**src/rtl/stq_pkg.sv**
```systemverilog
package stq_pkg;
  typedef enum logic {
    SH_IDLE = 1'b0,
    SH_SEND = 1'b1
  } sh_state_e;

  // start bit plus stop bit around the data bits
  localparam int FRAME_OVERHEAD = 2;
endpackage

```
**src/rtl/stq_fifo.sv**
```systemverilog
module stq_fifo #(
  parameter int DATA_W = 8,
  parameter int DEPTH  = 16,
  localparam int PTR_W = (DEPTH > 1) ? $clog2(DEPTH) : 1,
  localparam int CNT_W = $clog2(DEPTH + 1)
) (
  input  logic              clk,
  input  logic              rst_n,
  input  logic              push,
  input  logic [DATA_W-1:0] push_data,
  input  logic              pop,
  output logic [DATA_W-1:0] head_data,
  output logic [CNT_W-1:0]  count,
  output logic              full,
  output logic              empty
);
  logic [DATA_W-1:0] mem [DEPTH];
  logic [PTR_W-1:0]  wr_ptr, rd_ptr;

  function automatic logic [PTR_W-1:0] next_ptr(input logic [PTR_W-1:0] p);
    return (p == PTR_W'(DEPTH - 1)) ? '0 : p + PTR_W'(1);
  endfunction

  always_ff @(posedge clk) begin
    if (push) mem[wr_ptr] <= push_data;
  end

  always_ff @(posedge clk) begin
    if (!rst_n) begin
      wr_ptr <= '0;
      rd_ptr <= '0;
      count  <= '0;
    end else begin
      if (push) wr_ptr <= next_ptr(wr_ptr);
      if (pop)  rd_ptr <= next_ptr(rd_ptr);
      case ({push, pop})
        2'b10:   count <= count + CNT_W'(1);
        2'b01:   count <= count - CNT_W'(1);
        default: count <= count;
      endcase
    end
  end

  assign head_data = mem[rd_ptr];
  assign full      = (count == CNT_W'(DEPTH));
  assign empty     = (count == '0);
endmodule

```
**src/rtl/stq_shifter.sv**
```systemverilog
module stq_shifter
  import stq_pkg::*;
#(
  parameter int DATA_W = 8,
  localparam int CHAR_TICKS = DATA_W + FRAME_OVERHEAD,
  localparam int BC_W = $clog2(CHAR_TICKS)
) (
  input  logic              clk,
  input  logic              rst_n,
  input  logic              load,
  input  logic [DATA_W-1:0] load_data,
  input  logic              baud_tick,
  output logic              busy,
  output logic              txd
);
  sh_state_e         state;
  logic [DATA_W:0]   sreg;
  logic [BC_W-1:0]   bit_cnt;

  always_ff @(posedge clk) begin
    if (!rst_n) begin
      state   <= SH_IDLE;
      sreg    <= '1;
      bit_cnt <= '0;
      txd     <= 1'b1;
    end else begin
      case (state)
        SH_IDLE: begin
          if (load) begin
            state   <= SH_SEND;
            sreg    <= {1'b1, load_data};
            bit_cnt <= '0;
            txd     <= 1'b0;
          end
        end
        SH_SEND: begin
          if (baud_tick) begin
            if (bit_cnt == BC_W'(CHAR_TICKS - 1)) begin
              state <= SH_IDLE;
              txd   <= 1'b1;
            end else begin
              txd     <= sreg[0];
              sreg    <= {1'b1, sreg[DATA_W:1]};
              bit_cnt <= bit_cnt + BC_W'(1);
            end
          end
        end
        default: state <= SH_IDLE;
      endcase
    end
  end

  assign busy = (state == SH_SEND);
endmodule

```
**src/rtl/stq_irq_qual.sv**
```systemverilog
module stq_irq_qual #(
  parameter int  CNT_W      = 5,
  parameter int  CHAR_TICKS = 10,
  parameter bit  DELAY_EN   = 1'b1,
  localparam int TC_W = $clog2(CHAR_TICKS + 1)
) (
  input  logic             clk,
  input  logic             rst_n,
  input  logic [CNT_W-1:0] count,
  input  logic             push,
  input  logic             pop,
  input  logic             irq_en,
  input  logic             baud_tick,
  output logic             holdoff,
  output logic             irq
);
  logic draining;
  assign draining = pop && !push && (count == CNT_W'(1));

  generate
    if (DELAY_EN) begin : g_delay
      logic            armed;
      logic            hold_q;
      logic [TC_W-1:0] tick_cnt;

      always_ff @(posedge clk) begin
        if (!rst_n) begin
          armed    <= 1'b1;
          hold_q   <= 1'b0;
          tick_cnt <= '0;
        end else begin
          // two bytes resident at once disarm the delay
          if (count >= CNT_W'(2))  armed <= 1'b0;
          else if (draining)       armed <= 1'b1;

          if (draining) begin
            hold_q   <= armed;
            tick_cnt <= '0;
          end else if (hold_q && baud_tick) begin
            if (tick_cnt == TC_W'(CHAR_TICKS - 1)) begin
              hold_q   <= 1'b0;
              tick_cnt <= '0;
            end else begin
              tick_cnt <= tick_cnt + TC_W'(1);
            end
          end
        end
      end
      assign holdoff = hold_q;
    end else begin : g_nodelay
      assign holdoff = 1'b0;
    end
  endgenerate

  assign irq = irq_en && (count == '0) && !holdoff;
endmodule

```
**src/rtl/serial_tx_queue.sv**
```systemverilog
module serial_tx_queue
  import stq_pkg::*;
#(
  parameter int DATA_W   = 8,
  parameter int DEPTH    = 16,
  parameter bit DELAY_EN = 1'b1,
  localparam int CNT_W      = $clog2(DEPTH + 1),
  localparam int CHAR_TICKS = DATA_W + FRAME_OVERHEAD
) (
  input  logic              clk,
  input  logic              rst_n,
  input  logic              wr_valid,
  output logic              wr_ready,
  input  logic [DATA_W-1:0] wr_data,
  input  logic              irq_en,
  input  logic              baud_tick,
  output logic              txd,
  output logic              fifo_full,
  output logic              fifo_empty,
  output logic              tx_irq,
  output logic              wr_overflow
);
  logic              push, load, busy, holdoff;
  logic [DATA_W-1:0] head_data;
  logic [CNT_W-1:0]  count;

  assign wr_ready = !fifo_full;
  assign push     = wr_valid && wr_ready;
  assign load     = !busy && !fifo_empty;

  stq_fifo #(.DATA_W(DATA_W), .DEPTH(DEPTH)) u_fifo (
    .clk       (clk),
    .rst_n     (rst_n),
    .push      (push),
    .push_data (wr_data),
    .pop       (load),
    .head_data (head_data),
    .count     (count),
    .full      (fifo_full),
    .empty     (fifo_empty)
  );

  stq_shifter #(.DATA_W(DATA_W)) u_shift (
    .clk       (clk),
    .rst_n     (rst_n),
    .load      (load),
    .load_data (head_data),
    .baud_tick (baud_tick),
    .busy      (busy),
    .txd       (txd)
  );

  stq_irq_qual #(.CNT_W(CNT_W), .CHAR_TICKS(CHAR_TICKS), .DELAY_EN(DELAY_EN)) u_irq (
    .clk       (clk),
    .rst_n     (rst_n),
    .count     (count),
    .push      (push),
    .pop       (load),
    .irq_en    (irq_en),
    .baud_tick (baud_tick),
    .holdoff   (holdoff),
    .irq       (tx_irq)
  );

  always_ff @(posedge clk) begin
    if (!rst_n)                      wr_overflow <= 1'b0;
    else if (wr_valid && fifo_full)  wr_overflow <= 1'b1;
  end
endmodule

```
**config.mk**
```make
export PLATFORM = sky130hd
export DESIGN_NAME = serial_tx_queue
export DESIGN_NICKNAME = d
export VERILOG_FILES = /design/src/rtl/stq_pkg.sv /design/src/rtl/stq_fifo.sv /design/src/rtl/stq_shifter.sv /design/src/rtl/stq_irq_qual.sv /design/src/rtl/serial_tx_queue.sv
export SDC_FILE = /design/constraint.sdc
export NUM_CORES = 1
export LEC_CHECK = 0
export CAP_MARGIN = 20
export CELL_PAD_IN_SITES_DETAIL_PLACEMENT = 1
export CELL_PAD_IN_SITES_GLOBAL_PLACEMENT = 1
export CORE_ASPECT_RATIO = 1.2
export CORE_MARGIN = 2
export CORE_UTILIZATION = 56
export CTS_CLUSTER_SIZE = 40
export DETAILED_ROUTE_END_ITERATION = 8
export GPL_TIMING_DRIVEN = 0
export PLACE_DENSITY_LB_ADDON = 0.1
export SLEW_MARGIN = 20
export SYNTH_ARGS = -nofsm -noshare
export SYNTH_HDL_FRONTEND = slang
export SYNTH_HIERARCHICAL = 1
export SYNTH_SLANG_ARGS = --single-unit
```
**constraint.sdc**
```tcl
create_clock -name clk -period 8.7 [get_ports clk]
set_clock_uncertainty 0.1 [all_clocks]
set_input_delay 1.74 -clock clk [delete_from_list [all_inputs] [get_ports clk]]
set_output_delay 1.74 -clock clk [all_outputs]
set_load 0.01 [all_outputs]
```
# After elaboration in Yosys (flattened, before gate mapping)
# Memories as Yosys holds them, arrays and structs flattened. A register that Yosys moved wholly into a read port is not among the register bits.
# Cells that the tools add are included.
# Widths: inputs -> output; s select.
[op_classes] n_mux=29 bitwise=2 reduce_logical=22 n_lt_le_gt_ge=1 addsub=6 eq_ne=11
[ops] cell="$mux 4" n=8
[ops] cell="$mux 9" n=3
[ops] cell="$pmux 9 s2" n=1
[ops] cell="$add 4x1->4 const B" n=4
[ops] cell="$eq 4x4->1 const B" n=4
[ops] cell="$mux 1" n=13
[ops] cell="$pmux 5 s2" n=1
[ops] cell="$logic_and 1x1->1" n=8
[ops] cell="$pmux 4 s2" n=1
[ops] cell="$reduce_bool 2->1" n=4
[ops] cell="$ne 2x2->1 const B" n=3
[ops] cell="$add 5x1->5 const B" n=1
[ops] cell="$eq 5x1->1 const B" n=1
[ops] cell="$eq 5x5->1 const B" n=1
[ops] cell="$ge 5x2->1 const B" n=1
[ops] cell="$logic_not 1->1" n=5
[ops] cell="$logic_not 5->1" n=1
[ops] cell="$sub 5x1->5 const B" n=1
[ops] cell="$pmux 1 s2" n=2
[ops] cell="$reduce_and 2->1" n=2
[ops] cell="$reduce_and 3->1" n=1
[ops] cell="$eq 2x1->1 const B" n=1
[ops] cell="$eq 2x2->1 const B" n=1
[ops] cell="$not 1->1" n=2
[ops] cell="$reduce_or 2->1" n=1
[totals] elab_cells=83 register_bits=35 mem_bits_rw=128 n_memories=1 out_inout_bits=6
[mem_list] memory="u_fifo.mem" depth=16 word_bits=8 rd=1 rd_clocked_by_memory_dff=1 write_ports=1 line_no="stq_fifo.sv:17" rtl="logic [DATA_W-1:0] mem [DEPTH];"

# Logic depth before layout (Yosys ltp)
# Gate-level depths: netlist (run 1).
[depth] word_depth=8 mapped_depth=12 mapped_depth_nobuf=11

# Cells and area by module
# Netlist (run 1), hierarchy kept.
[modules_own_cells] mod="stq_fifo" cells_each=317 seq_area_each_um2=4184.0 instances=1 area_per_inst_um2=5896.9
[modules_own_cells] mod="stq_shifter" cells_each=82 seq_area_each_um2=280.3 instances=1 area_per_inst_um2=723.2
[modules_own_cells] mod="stq_irq_qual" cells_each=33 seq_area_each_um2=120.1 instances=1 area_per_inst_um2=312.8
[modules_own_cells] mod="serial_tx_queue" cells_each=6 seq_area_each_um2=20.0 instances=1 area_per_inst_um2=45.0

# Worst setup path after synthesis (run 1)
# Ideal clock, no wire load.
[synth_path] path_type="input port to output port" start="input irq_en" end="output tx_irq" stages=1 arrival_time_ns=2.010 setup_slack_ns=4.850 path_cell_list="nor4b_2"
[synth_between] elab_chain_len=2
[synth_rtl] element="start: declaration" line_no="serial_tx_queue.sv:15" rtl="input logic irq_en,"
[synth_rtl] element="$logic_and 1x1->1 (2 in a row)" line_no="stq_irq_qual.sv:55" rtl="assign irq = irq_en && (count == '0) && !holdoff;"
[synth_rtl] element="end: declaration" line_no="serial_tx_queue.sv:20" rtl="output logic tx_irq,"
# Every way passes these cells.

# Final worst setup path (run 1)
# Ends and elaborated chain as after synthesis.

==> results by group, run 1 <==
Critical path
  – Worst reg2reg path depth: 11
  – Worst setup EP type: output pin
  – Most used cell, CP: clkdlybuf4s50_1
  – Reg2reg end: u_fifo/count[4]$_SDFFE_PN0P_
  – Critical path required time: 6860 ps
  – Crit start category: primary input
  – CP peak stage delay: 580 ps
  – CP cell instances: clkdlybuf4s50_1, nor4b_2, clkdlybuf4s50_1
  – Critical path arrival: 2970 ps
  – Reg2reg setup slack: 5300 ps
  – Max stage delay cell, worst path: clkdlybuf4s50_1
  – Family with the most delay on the worst path: buffers and inverters
  – Setup CP Type: primary input to output pin
  – Reg-to-reg startpoint: u_fifo/count[0]$_SDFFE_PN0P_
  – Max FO, Critical Path: 1
  – Crit path buffers/inverters: 2

Outcome
  – Status: finished, final reports clean

Flow run
  – Number of max-cap violations: 0

Clock network
  – Bufs on Longest Clock Path: 2
  – Clock Root Buffer: clkbuf_16
  – Hold Buf Count CTS: 0
  – Htree depth: 4
  – Worst-path clk slew: 60 ps
  – TritonCTS Sinks: 166
  – Post CTS Setup Buffer Count: 0
  – CTS tree: done
  – Worst skew pair latency: 420 ps
  – Num CTS Buffers: 17
  – Post-CTS sizing: 0

Drt
  – Drt drc: 0
  – Via-to-Cell Ratio: 6.10
  – Routed wire per std cell: 23.6 um
  – Drt pass-1 iters: 5
  – Post-DRT Antenna Nets: 0
  – Vias: 3959
  – DRT iter0 DRCs: 394
  – Final WL: 15.3 mm

Cells and area
  – Multi-input gate area: 0.00222 sq mm
  – Final Non-Filler Cells: 649
  – Filler cells: 1081
  – Design area: 0.00797 sq mm
  – Nets: 499
  – # diodes: 0
  – Most frequent cells in the layout: 128 x edfxtp_1, 38 x dfxtp_1, 22 x nand2_1, 20 x and2_1, 20 x o21ai_0
  – Share of cells above drive strength 1: 14.8%
  – Area grow syn2layout: 14.1%
  – Commonest non-fill, non-tap cell in the layout: edfxtp_1
  – Register area: 0.00460 sq mm
  – Core Util, Final: 65.8%

Worst hold path
  – Hold WC Path Type: register to register
  – Worst hold stages: 2
  – Worst Hold Launch: wr_overflow$_SDFFE_PN0P_
  – Hold worst-path end: wr_overflow$_SDFFE_PN0P_

Synthesis
  – Register area share after synthesis: 66.0%
  – Net Count, Synth: 462
  – FFs w/ async S/R, synth: 0%
  – Post-synth cell types: 56
  – YS warnings: 6
  – Post-Synthesis Cell Area: 0.00698 sq mm
  – Post-synthesis area per instance: 15.9 sq um
  – Yosys reg bits: 166
  – Ys flop type: edfxtp_1
  – Syn Inst Count: 438
  – Number of synthesized flops with an enable pin: 128

Global routing
  – Largest net degree at the start of global routing: 17
  – Gr busiest metal: met2
  – GRT met2 Usage: 43.5%
  – Met1 GRT Util: 31.8%
  – Initial antenna violation count: 0
  – Vias in the first global route: 4269
  – GRT met3 Usage: 3.99%
  – Gr ovfl total: 0
  – Total track usage: 25.2%
  – First-pass GRT wire length: 24.4 mm

STA
  – Total negative slack: 0 ps
  – Worst Max-Slew Pin Slew: 870 ps
  – Final hold vios: 0
  – Final min period: 4810 ps
  – Worst setup margin: 3890 ps
  – Fmax: 208 MHz
  – Fin crit share: 55.3%
  – Final Slew Violations: 0
  – Max_slew headroom: 41.8%
  – Unrepaired setup endpoints after global routing: no
  – Setup violators final: 0
  – Hold WS: 391 ps

Die
  – Total die area: 0.0134 sq mm
  – Core area: 0.0121 sq mm
  – Row count: 44
  – Initial Util: 57.6%
  – Ports: 19
  – Die width: 106 um
  – Die Y: 126 um

Power
  – Switching share of total power: 28.4%
  – Portion of total power attributed to combinational logic: 23.8%
  – Pwr Density: 283 mW/mm^2
  – Leakage power figure: 2.65 nW
  – Seq pwr share: 42.6%
  – Overall power: 2.25 mW
  – Clock network fraction of design power: 33.6%
  – NetSw: 640 uW
  – Cell-internal power: 1.61 mW
  – Maximum VDD drop: 177 uV

Place
  – Placer Congestion: 0.780
  – Placement Cell Area: 0.00736 sq mm
  – PortBufs: 18
  – Pre-CTS setup slack: 3870 ps
  – Post-DP HPWL: 10.2 mm
  – DP Cell Count: 617
## power groups by stage
| stage | logic [mW] | registers [mW] | clock network (mW) |
|---|---|---|---|
| final | 0.537 | 0.961 | 0.757 |
| after floorplan | 0.384 | 0.961 | 0 |
| after detailed placement | 0.532 | 0.975 | 0 |
| after global placement | 0.511 | 0.969 | 0 |
| after CTS | 0.542 | 0.961 | 0.769 |
| after global routing | 0.592 | 0.968 | 0.794 |
## cells by family (layout without fill, tap and decap cells)
group | count (synthesis) | count (layout) | synth area share, %
DFF | 166 | 166 | 66.0
xor gates and xnor gates | 7 | 7 | 0.879
AOI/OAI and AO/OA | 70 | 70 | 6.72
and+or+nand+nor | 112 | 112 | 9.16
buffers and inverters | 28 | 78 | 2.24
adders and majority gates | 11 | 11 | 1.97
muxes | 44 | 44 | 13.0
## registers in the layout (all words and copies together) (netlist names), named ones only
register	flops
u_shift/txd	1
u_irq/g_delay.armed	1
wr_overflow	1
u_fifo/mem	128
u_fifo/wr_ptr	4
u_fifo/count	5
u_irq/g_delay.tick_cnt	4
u_fifo/rd_ptr	4
u_shift/busy	1
u_irq/holdoff	1
u_shift/bit_cnt	4
u_shift/sreg	8
## how the worst max path moves through the flow
stage             end  depth (start not counted)   start
5_1_grt        tx_irq                          3  irq_en
3_5_place_dp   tx_irq                          3  irq_en
2_1_floorplan  tx_irq                          1  irq_en
6_report       tx_irq                          3  irq_en
4_1_cts        tx_irq                          3  irq_en
3_3_place_gp   tx_irq                          3  irq_en
## worst min-delay path: stages (launching register included)
cell and delay [ps]:
dfxtp_1 330, a21oi_1 40, nor2b_1 90
## cell usage after synthesis, types with 3 or more instances
cell / count / share of area, %
a211oi_1: 8 / 0.86
a21oi_1: 12 / 0.86
a22oi_1: 16 / 1.7
and2_1: 20 / 1.8
buf_2: 6 / 0.43
buf_6: 3 / 0.48
clkbuf_1: 5 / 0.27
dfxtp_1: 38 / 11
edfxtp_1: 128 / 55
ha_1: 11 / 2.0
inv_1: 9 / 0.48
mux2_2: 7 / 1.1
mux2i_1: 5 / 0.72
mux4_1: 16 / 6.0
mux4_2: 16 / 5.2
nand2_1: 22 / 1.2
nand2b_1: 4 / 0.36
nand3_1: 8 / 0.57
nand3b_1: 3 / 0.32
nand4_1: 3 / 0.27
nand4b_1: 3 / 0.38
nor2_1: 13 / 0.70
nor2b_1: 6 / 0.54
nor3_1: 10 / 0.72
o21ai_0: 20 / 1.4
or3_1: 6 / 0.54
xor2_1: 5 / 0.63
## cell type report
class,instances,share of cell area (%)
timing repair buffer,18,2.26
clock inverter,14,2.21
buffer,19,1.54
sequential,166,57.8
inverter,9,0.424
multi-input combinational,244,27.8
clock buffer,18,5.39
tap,161,2.53
## routing by layer
| metal | up-vias | routed length (um) |
|---|---|---|
| met5 | - | 0 |
| met4 | 0 | 475 |
| met3 | 25 | 606 |
| met2 | 97 | 8090 |
| met1 | 2027 | 6140 |
| li1 | 1810 | - |
No activity file was read; power rests on OpenSTA's default activity.
==> run 2, diff against run 1 <==
--- a/config.mk
+++ b/config.mk
@@ -10,7 +10,7 @@
 export CELL_PAD_IN_SITES_GLOBAL_PLACEMENT = 1
 export CORE_ASPECT_RATIO = 1.2
 export CORE_MARGIN = 2
-export CORE_UTILIZATION = 56
+export CORE_UTILIZATION = 47
 export CTS_CLUSTER_SIZE = 40
 export DETAILED_ROUTE_END_ITERATION = 8
 export GPL_TIMING_DRIVEN = 0
==> constraint.sdc (replaced) <==
create_clock -name clk -period 3.96 [get_ports clk]
set_clock_uncertainty 0.1 [all_clocks]
set_input_delay 0.792 -clock clk [delete_from_list [all_inputs] [get_ports clk]]
set_output_delay 0.792 -clock clk [all_outputs]
set_load 0.01 [all_outputs]
==> run 2 against run 1 <==
Net effect:
- sequential share of layout area rose by 0.20 points
- sequential cell count did not move
- worst hold slack lost 12 ps
- non-clock buffer count unchanged
- core utilization decreased by 11 points
- combinational power is 120% higher
- total power increased by 110%
- final cell count grew 6.0%
- critical endpoint is now u_fifo/count[4]$_SDFFE_PN0P_
- largest power group unchanged
==> results by group, run 2 (synthesis gave the netlist of run 1 again) <==
STA
  – Hold WS: 379 ps (was 391 ps)
  – Fin crit share: 84.9%
  – Final Slew Violations: 0 (unchanged)
  – Worst Max-Slew Pin Slew: 777 ps (was 870 ps)
  – Setup violators final: 0 (unchanged)
  – Final hold vios: 0 (unchanged)
  – Total negative slack: 0 ps (unchanged)
  – Unrepaired setup endpoints after global routing: no (unchanged)
  – Final min period: 3360 ps
  – Fmax: 298 MHz
  – Max_slew headroom: 48.0% (was 41.8%)

Power
  – Maximum VDD drop: 313 uV (was 177 uV)
  – Pwr Density: 601 mW/mm^2 (was 283 mW/mm^2)
  – Leakage power figure: 2.62 nW (was 2.65 nW)

Drt
  – Final WL: 15.3 mm (about the same)
  – Drt pass-1 iters: 4 (was 5)
  – Vias: 3949 (was 3959)
  – Routed wire per std cell: 22.3 um (was 23.6 um)
  – Drt drc: 0 (unchanged)
  – DRT iter0 DRCs: 173 (was 394)
  – Via-to-Cell Ratio: 5.74 (was 6.10)
  – Post-DRT Antenna Nets: 0 (unchanged)

Cells and area
  – Max reg flops: 128 (unchanged)
  – # diodes: 0 (unchanged)
  – Filler cells: 1344 (was 1081)
  – Share of cells above drive strength 1: 14.8% (unchanged)
  – Nets: 499 (unchanged)
  – Most frequent cells in the layout: 128 x edfxtp_1, 38 x dfxtp_1, 22 x nand2_1, 20 x and2_1, 20 x o21ai_0 (unchanged)
  – Largest regs: u_fifo/mem (128), u_shift/sreg (8), u_fifo/count (5) (unchanged)
  – Core Util, Final: 54.8% (was 65.8%)
  – Multi-input gate area: 0.00222 sq mm (unchanged)
  – Area grow syn2layout: 13.8% (was 14.1%)
  – Commonest non-fill, non-tap cell in the layout: edfxtp_1 (unchanged)
  – Largest Register: u_fifo/mem (unchanged)
  – Register area: 0.00460 sq mm (unchanged)

Die
  – Total die area: 0.0158 sq mm (was 0.0134 sq mm)
  – Row count: 48 (was 44)
  – Die width: 115 um (was 106 um)
  – Core area: 0.0145 sq mm (was 0.0121 sq mm)
  – Initial Util: 48.2% (was 57.6%)
  – Die Y: 137 um (was 126 um)
  – Ports: 19 (unchanged)

Flow run
  – Number of max-cap violations: 0 (unchanged)

Clock network
  – Bufs on Longest Clock Path: 2 (unchanged)
  – CTS tree: done (unchanged)
  – Worst skew pair latency: 430 ps (was 420 ps)
  – Hold Buf Count CTS: 0 (unchanged)
  – Clock Root Buffer: clkbuf_16 (unchanged)
  – Post-CTS sizing: 0 (unchanged)
  – Worst-path clk slew: 60 ps (about the same)
  – TritonCTS Sinks: 166 (unchanged)
  – Htree depth: 4 (unchanged)
  – Post CTS Setup Buffer Count: 0 (unchanged)
  – Num CTS Buffers: 17 (unchanged)

Worst hold path
  – Hold WC Path Type: register to register (unchanged)

Global routing
  – GRT met3 Usage: 4.09% (was 3.99%)
  – Total track usage: 21.0% (was 25.2%)
  – Vias in the first global route: 4151 (was 4269)
  – First-pass GRT wire length: 23.7 mm (was 24.4 mm)
  – GRT met2 Usage: 36.7% (was 43.5%)
  – Largest net degree at the start of global routing: 17 (unchanged)
  – Met1 GRT Util: 26.1% (was 31.8%)
  – Gr ovfl total: 0 (unchanged)
  – Initial antenna violation count: 0 (unchanged)
  – Gr busiest metal: met2 (unchanged)

Critical path
  – Worst setup EP type: register (was output pin)
  – Max FO, Critical Path: 12 (was 1)
  – Setup CP Type: register to register (was primary input to output pin)
  – Critical path arrival: 3630 ps (was 2970 ps)
  – Crit start category: register (was primary input)
  – Critical path required time: 4230 ps (was 6860 ps)

Outcome
  – Status: finished, final reports clean (unchanged)

Place
  – PortBufs: 18 (unchanged)
  – Post-DP HPWL: 10.2 mm (about the same)
  – Placer Congestion: 0.719 (was 0.780)
[run 2: changes by cell type in the layout (fill, tap and decap cells not counted)]
cell	before	now
bufinv_16	3	0
inv_8	1	0
clkinvlp_2	0	1
clkinv_2	1	3
clkbuf_1	6	5
clkinvlp_4	3	2
inv_6	2	4
clkinv_1	1	2
[run 2: final timing paths]
kind                                              startpoint                      endpoint  slack (ps)  cells past startpoint
worst min-delay path                u_shift/txd$_SDFFE_PN1P_      u_shift/txd$_SDFFE_PN1P_         380                      2
worst min register to register      u_shift/txd$_SDFFE_PN1P_      u_shift/txd$_SDFFE_PN1P_         380                      2
worst max register to register  u_fifo/count[0]$_SDFFE_PN0P_  u_fifo/count[4]$_SDFFE_PN0P_         600                     11
worst max-delay path            u_fifo/count[0]$_SDFFE_PN0P_  u_fifo/count[4]$_SDFFE_PN0P_         600                     11
[run 2: layout make-up]
class | instances | share of cell area [%]
Timing Repair Buffer | 18 | 2.27
Sequential cell | 166 | 58.0
Clock buffer | 17 | 5.36
Inverter | 9 | 0.426
Clock inverter | 15 | 1.31
Tap cell | 200 | 3.15
Buffer | 19 | 1.54
Multi-Input combinational cell | 244 | 27.9
[run 2: critical path: stages, from the launching register on]
cell and delay [ps]:
dfxtp_1 510, nor4_1 110, nor2b_1 190, nor2_1 630
ha_1 310, buf_2 200, xor2_1 170, ha_1 190
o21ai_0 70, or3_1 370, a2111oi_2 320, nand4b_1 150
[run 2: power breakdown]
part           internal, mW  switching [mW]
Combinational         0.544           0.634
Sequential             2.00          0.0973
Clock                 0.801           0.693
[run 2: stage by stage]
step	setup slack (ps)	cells	power, mW	area, sq um
after floorplan	1080	438	2.95	6980
after global placement	267	656	3.28	7410
after detailed placement	121	656	3.32	7410
after CTS	528	688	4.82	7940
after global routing	246	688	5.01	7940
final	600	688	4.77	7940
[run 2: routing by layer]
layer  vias up  part of all wire [%]
li1       1813                     -
met1      2055                    44
met2        65                    52
met3        16                   2.5
met4         0                   1.5
met5         -                     0
==> run 3, diff against run 2 <==
--- a/config.mk
+++ b/config.mk
@@ -10,7 +10,7 @@
 export CELL_PAD_IN_SITES_GLOBAL_PLACEMENT = 1
 export CORE_ASPECT_RATIO = 1.2
 export CORE_MARGIN = 2
-export CORE_UTILIZATION = 47
+export CORE_UTILIZATION = 52
 export CTS_CLUSTER_SIZE = 40
 export DETAILED_ROUTE_END_ITERATION = 8
 export GPL_TIMING_DRIVEN = 0
==> constraint.sdc (replaced) <==
create_clock -name clk -period 3.15 [get_ports clk]
set_clock_uncertainty 0.1 [all_clocks]
set_input_delay 0.63 -clock clk [delete_from_list [all_inputs] [get_ports clk]]
set_output_delay 0.63 -clock clk [all_outputs]
set_load 0.01 [all_outputs]
==> run 3 against run 2 <==
Net effect:
- register-to-register slack lost 420 ps
- setup slack lost 420 ps
- non-clock buffer count is the same
- combinational power grew 29%
- worst hold slack lost 2.0 ps
- final cell count shrank 4.7%
- sequential power grew 26%
- first-iteration DRC count grew 38%
- die area shrank 9.3%
- clock power grew 34%
- clock-buffer cell count grew 3
- critical path type unchanged
- critical endpoint unchanged
- largest power group unchanged
==> results by group, run 3 (synthesis gave the netlist of run 1 again) <==
Outcome
  – Status: finished, final reports clean (unchanged)

Critical path
  – CP peak stage delay: 380 ps (was 630 ps)
  – Critical path required time: 3410 ps (was 4230 ps)
  – Setup CP Type: register to register (unchanged)
  – Max stage delay cell, worst path: or3_1 (was nor2_1)
  – Reg-to-reg startpoint: u_fifo/count[3]$_SDFFE_PN0P_ (was u_fifo/count[0]$_SDFFE_PN0P_)
  – Worst setup EP type: register (unchanged)
  – Max FO, Critical Path: 12 (unchanged)
  – Reg2reg end: u_fifo/count[4]$_SDFFE_PN0P_ (unchanged)
  – Crit start category: register (unchanged)
  – Reg2reg setup slack: 180 ps (was 600 ps)
  – Worst reg2reg path depth: 11 (unchanged)
  – Most used cell, CP: ha_1 (unchanged)
  – Critical path arrival: 3230 ps (was 3630 ps)
  – CP cell instances: nor4_2, nor2b_2, nor2_4, ha_1, buf_2, xor2_1, ha_1, o21ai_0, or3_1, a2111oi_2, nand4b_1 (was nor4_1, nor2b_1, nor2_1, ha_1, buf_2, xor2_1, ha_1, o21ai_0, or3_1, a2111oi_2, nand4b_1)
  – Setup crit start: u_fifo/count[3]$_SDFFE_PN0P_ (was u_fifo/count[0]$_SDFFE_PN0P_)

Power
  – Overall power: 6.16 mW (was 4.77 mW)
  – Maximum VDD drop: 569 uV (was 313 uV)
  – Leakage power figure: 2.65 nW (was 2.62 nW)
  – Pwr Density: 774 mW/mm^2 (was 601 mW/mm^2)

Die
  – Ports: 19 (unchanged)
  – Core area: 0.0132 sq mm (was 0.0145 sq mm)
  – Initial Util: 52.9% (was 48.2%)
  – Total die area: 0.0144 sq mm (was 0.0158 sq mm)
  – Die Y: 131 um (was 137 um)
  – Die width: 110 um (was 115 um)
  – Row count: 46 (was 48)

Cells and area
  – Largest Register: u_fifo/mem (unchanged)
  – Nets: 499 (unchanged)
  – Commonest non-fill, non-tap cell in the layout: edfxtp_1 (unchanged)
  – Most frequent cells in the layout: 128 x edfxtp_1, 36 x dfxtp_1, 22 x nand2_1, 20 x o21ai_0, 19 x and2_1 (was 128 x edfxtp_1, 38 x dfxtp_1, 22 x nand2_1, 20 x and2_1, 20 x o21ai_0)
  – Largest regs: u_fifo/mem (128), u_shift/sreg (8), u_fifo/count (5) (unchanged)
  – Share of cells above drive strength 1: 16.0% (was 14.8%)
  – Area grow syn2layout: 14.1% (was 13.8%)
  – # diodes: 0 (unchanged)
  – Max reg flops: 128 (unchanged)

STA
  – Setup violators final: 0 (unchanged)
  – Worst setup margin: 184 ps (was 600 ps)
  – Worst Max-Slew Pin Slew: 670 ps (was 777 ps)
  – Final Slew Violations: 0 (unchanged)
  – Fin crit share: 94.2% (was 84.9%)
  – Unrepaired setup endpoints after global routing: no (unchanged)
  – Fmax: 337 MHz (was 298 MHz)
  – Final hold vios: 0 (unchanged)
  – Hold WS: 377 ps (was 379 ps)
  – Final min period: 2970 ps (was 3360 ps)
  – Max_slew headroom: 55.2% (was 48.0%)

Clock network
  – Num CTS Buffers: 17 (unchanged)
  – Htree depth: 4 (unchanged)
  – TritonCTS Sinks: 166 (unchanged)
  – Clock Root Buffer: clkbuf_16 (unchanged)
  – Hold Buf Count CTS: 0 (unchanged)
  – Bufs on Longest Clock Path: 2 (unchanged)
  – CTS tree: done (unchanged)
  – Worst skew pair latency: 430 ps (about the same)
  – Worst-path clk slew: 70 ps (was 60 ps)

Drt
  – Vias: 3938 (was 3949)
  – Via-to-Cell Ratio: 6.00 (was 5.74)
  – Post-DRT Antenna Nets: 0 (unchanged)
  – Drt drc: 0 (unchanged)
  – Drt pass-1 iters: 6 (was 4)
  – Final WL: 15.4 mm (was 15.3 mm)
  – Routed wire per std cell: 23.5 um (was 22.3 um)
  – DRT iter0 DRCs: 239 (was 173)

Global routing
  – Largest net degree at the start of global routing: 17 (unchanged)
  – First-pass GRT wire length: 23.7 mm (about the same)
  – Gr ovfl total: 0 (unchanged)
  – Initial antenna violation count: 0 (unchanged)
  – Total track usage: 23.5% (was 21.0%)
  – Vias in the first global route: 4140 (was 4151)

Flow run
  – Number of max-cap violations: 0 (unchanged)

Worst hold path
  – Hold worst-path end: u_shift/txd$_SDFFE_PN1P_ (unchanged)
  – Worst Hold Launch: u_shift/txd$_SDFFE_PN1P_ (unchanged)
  – Worst hold stages: 2 (unchanged)
  – Hold WC Path Type: register to register (unchanged)

Place
  – PortBufs: 18 (unchanged)
  – Pre-CTS setup slack: -510 ps (was 121 ps)
  – Post-DP HPWL: 10.1 mm (was 10.2 mm)
  – Placer Congestion: 0.728 (was 0.719)
-- run 3: cell types whose count changed in the layout (fill, tap and decap cells not counted), sizes merged --
cell / before / now
clkbuf: 22 / 25
clkinv: 8 / 5
bufinv: 0 / 2
inv: 13 / 11
-- run 3: how the worst max path moves through the flow --
| stage | endpoint | cells past startpoint |
|---|---|---|
| detailed placement | u_fifo/count[4]$_SDFFE_PN0P_ | 11 |
| floorplan | u_fifo/count[4]$_SDFFE_PN0P_ | 11 |
| finish | u_fifo/count[4]$_SDFFE_PN0P_ | 11 |
| global route | u_fifo/count[4]$_SDFFE_PN0P_ | 11 |
| CTS | u_fifo/count[4]$_SDFFE_PN0P_ | 12 |
| global placement | u_fifo/count[4]$_SDFFE_PN0P_ | 11 |
-- run 3: per-layer routing --
layer	track usage (%)	wire length [um]	part of all wire [%]	vias to the layer above
met2	40.1	8130	53	74
li1	-	-	-	1809
met3	5.41	510	3.3	15
met5	0	0	0	-
met1	29.3	6590	43	2040
met4	9.01	216	1.4	0
-- run 3: critical path, delay by kind of cell, from the launching register on --
| family | cells | cell delay [ps] |
|---|---|---|
| simple gates | 5 | 1340 |
| fa+ha+maj | 2 | 410 |
| compound gates | 2 | 380 |
| flops | 1 | 350 |
| buf+inv | 1 | 180 |
| xor+xnor | 1 | 150 |
-- run 3: power breakdown --
group          internal, mW  switching, mW
Sequential             2.52          0.132
Clock                  1.16          0.828
Combinational         0.700          0.818
Total                  4.39           1.78
-- run 3: repair_timing --
action | in CTS | in global routing
hold endpoints to repair | 0 | 0
gates resized for setup | 5 | 6
endpoints found under the setup margin | 2 | 2
buffers inserted | 0 | 0
-- run 3: area by class of cell --
class | count | area (sq um)
well taps | 168 | 210
flip-flops and latches | 166 | 4610
inverters | 9 | 33.8
clock inverters | 12 | 128
repair buffers | 18 | 180
fillers | 1208 | 5220
plain buffers | 19 | 123
clock buffers | 20 | 437
multi-input cells | 244 | 2240
-- run 3: metrics by stage --
step                      instances  area [sq um]  setup TNS (ps)  util (%)
after floorplan                 438          6980               0         -
after global placement          624          7370           -5360      55.9
after detailed placement        624          7370           -7370      55.9
after CTS                       656          7950               0      60.3
after global routing            656          7960               0      60.4
final                           656          7960               0      60.4
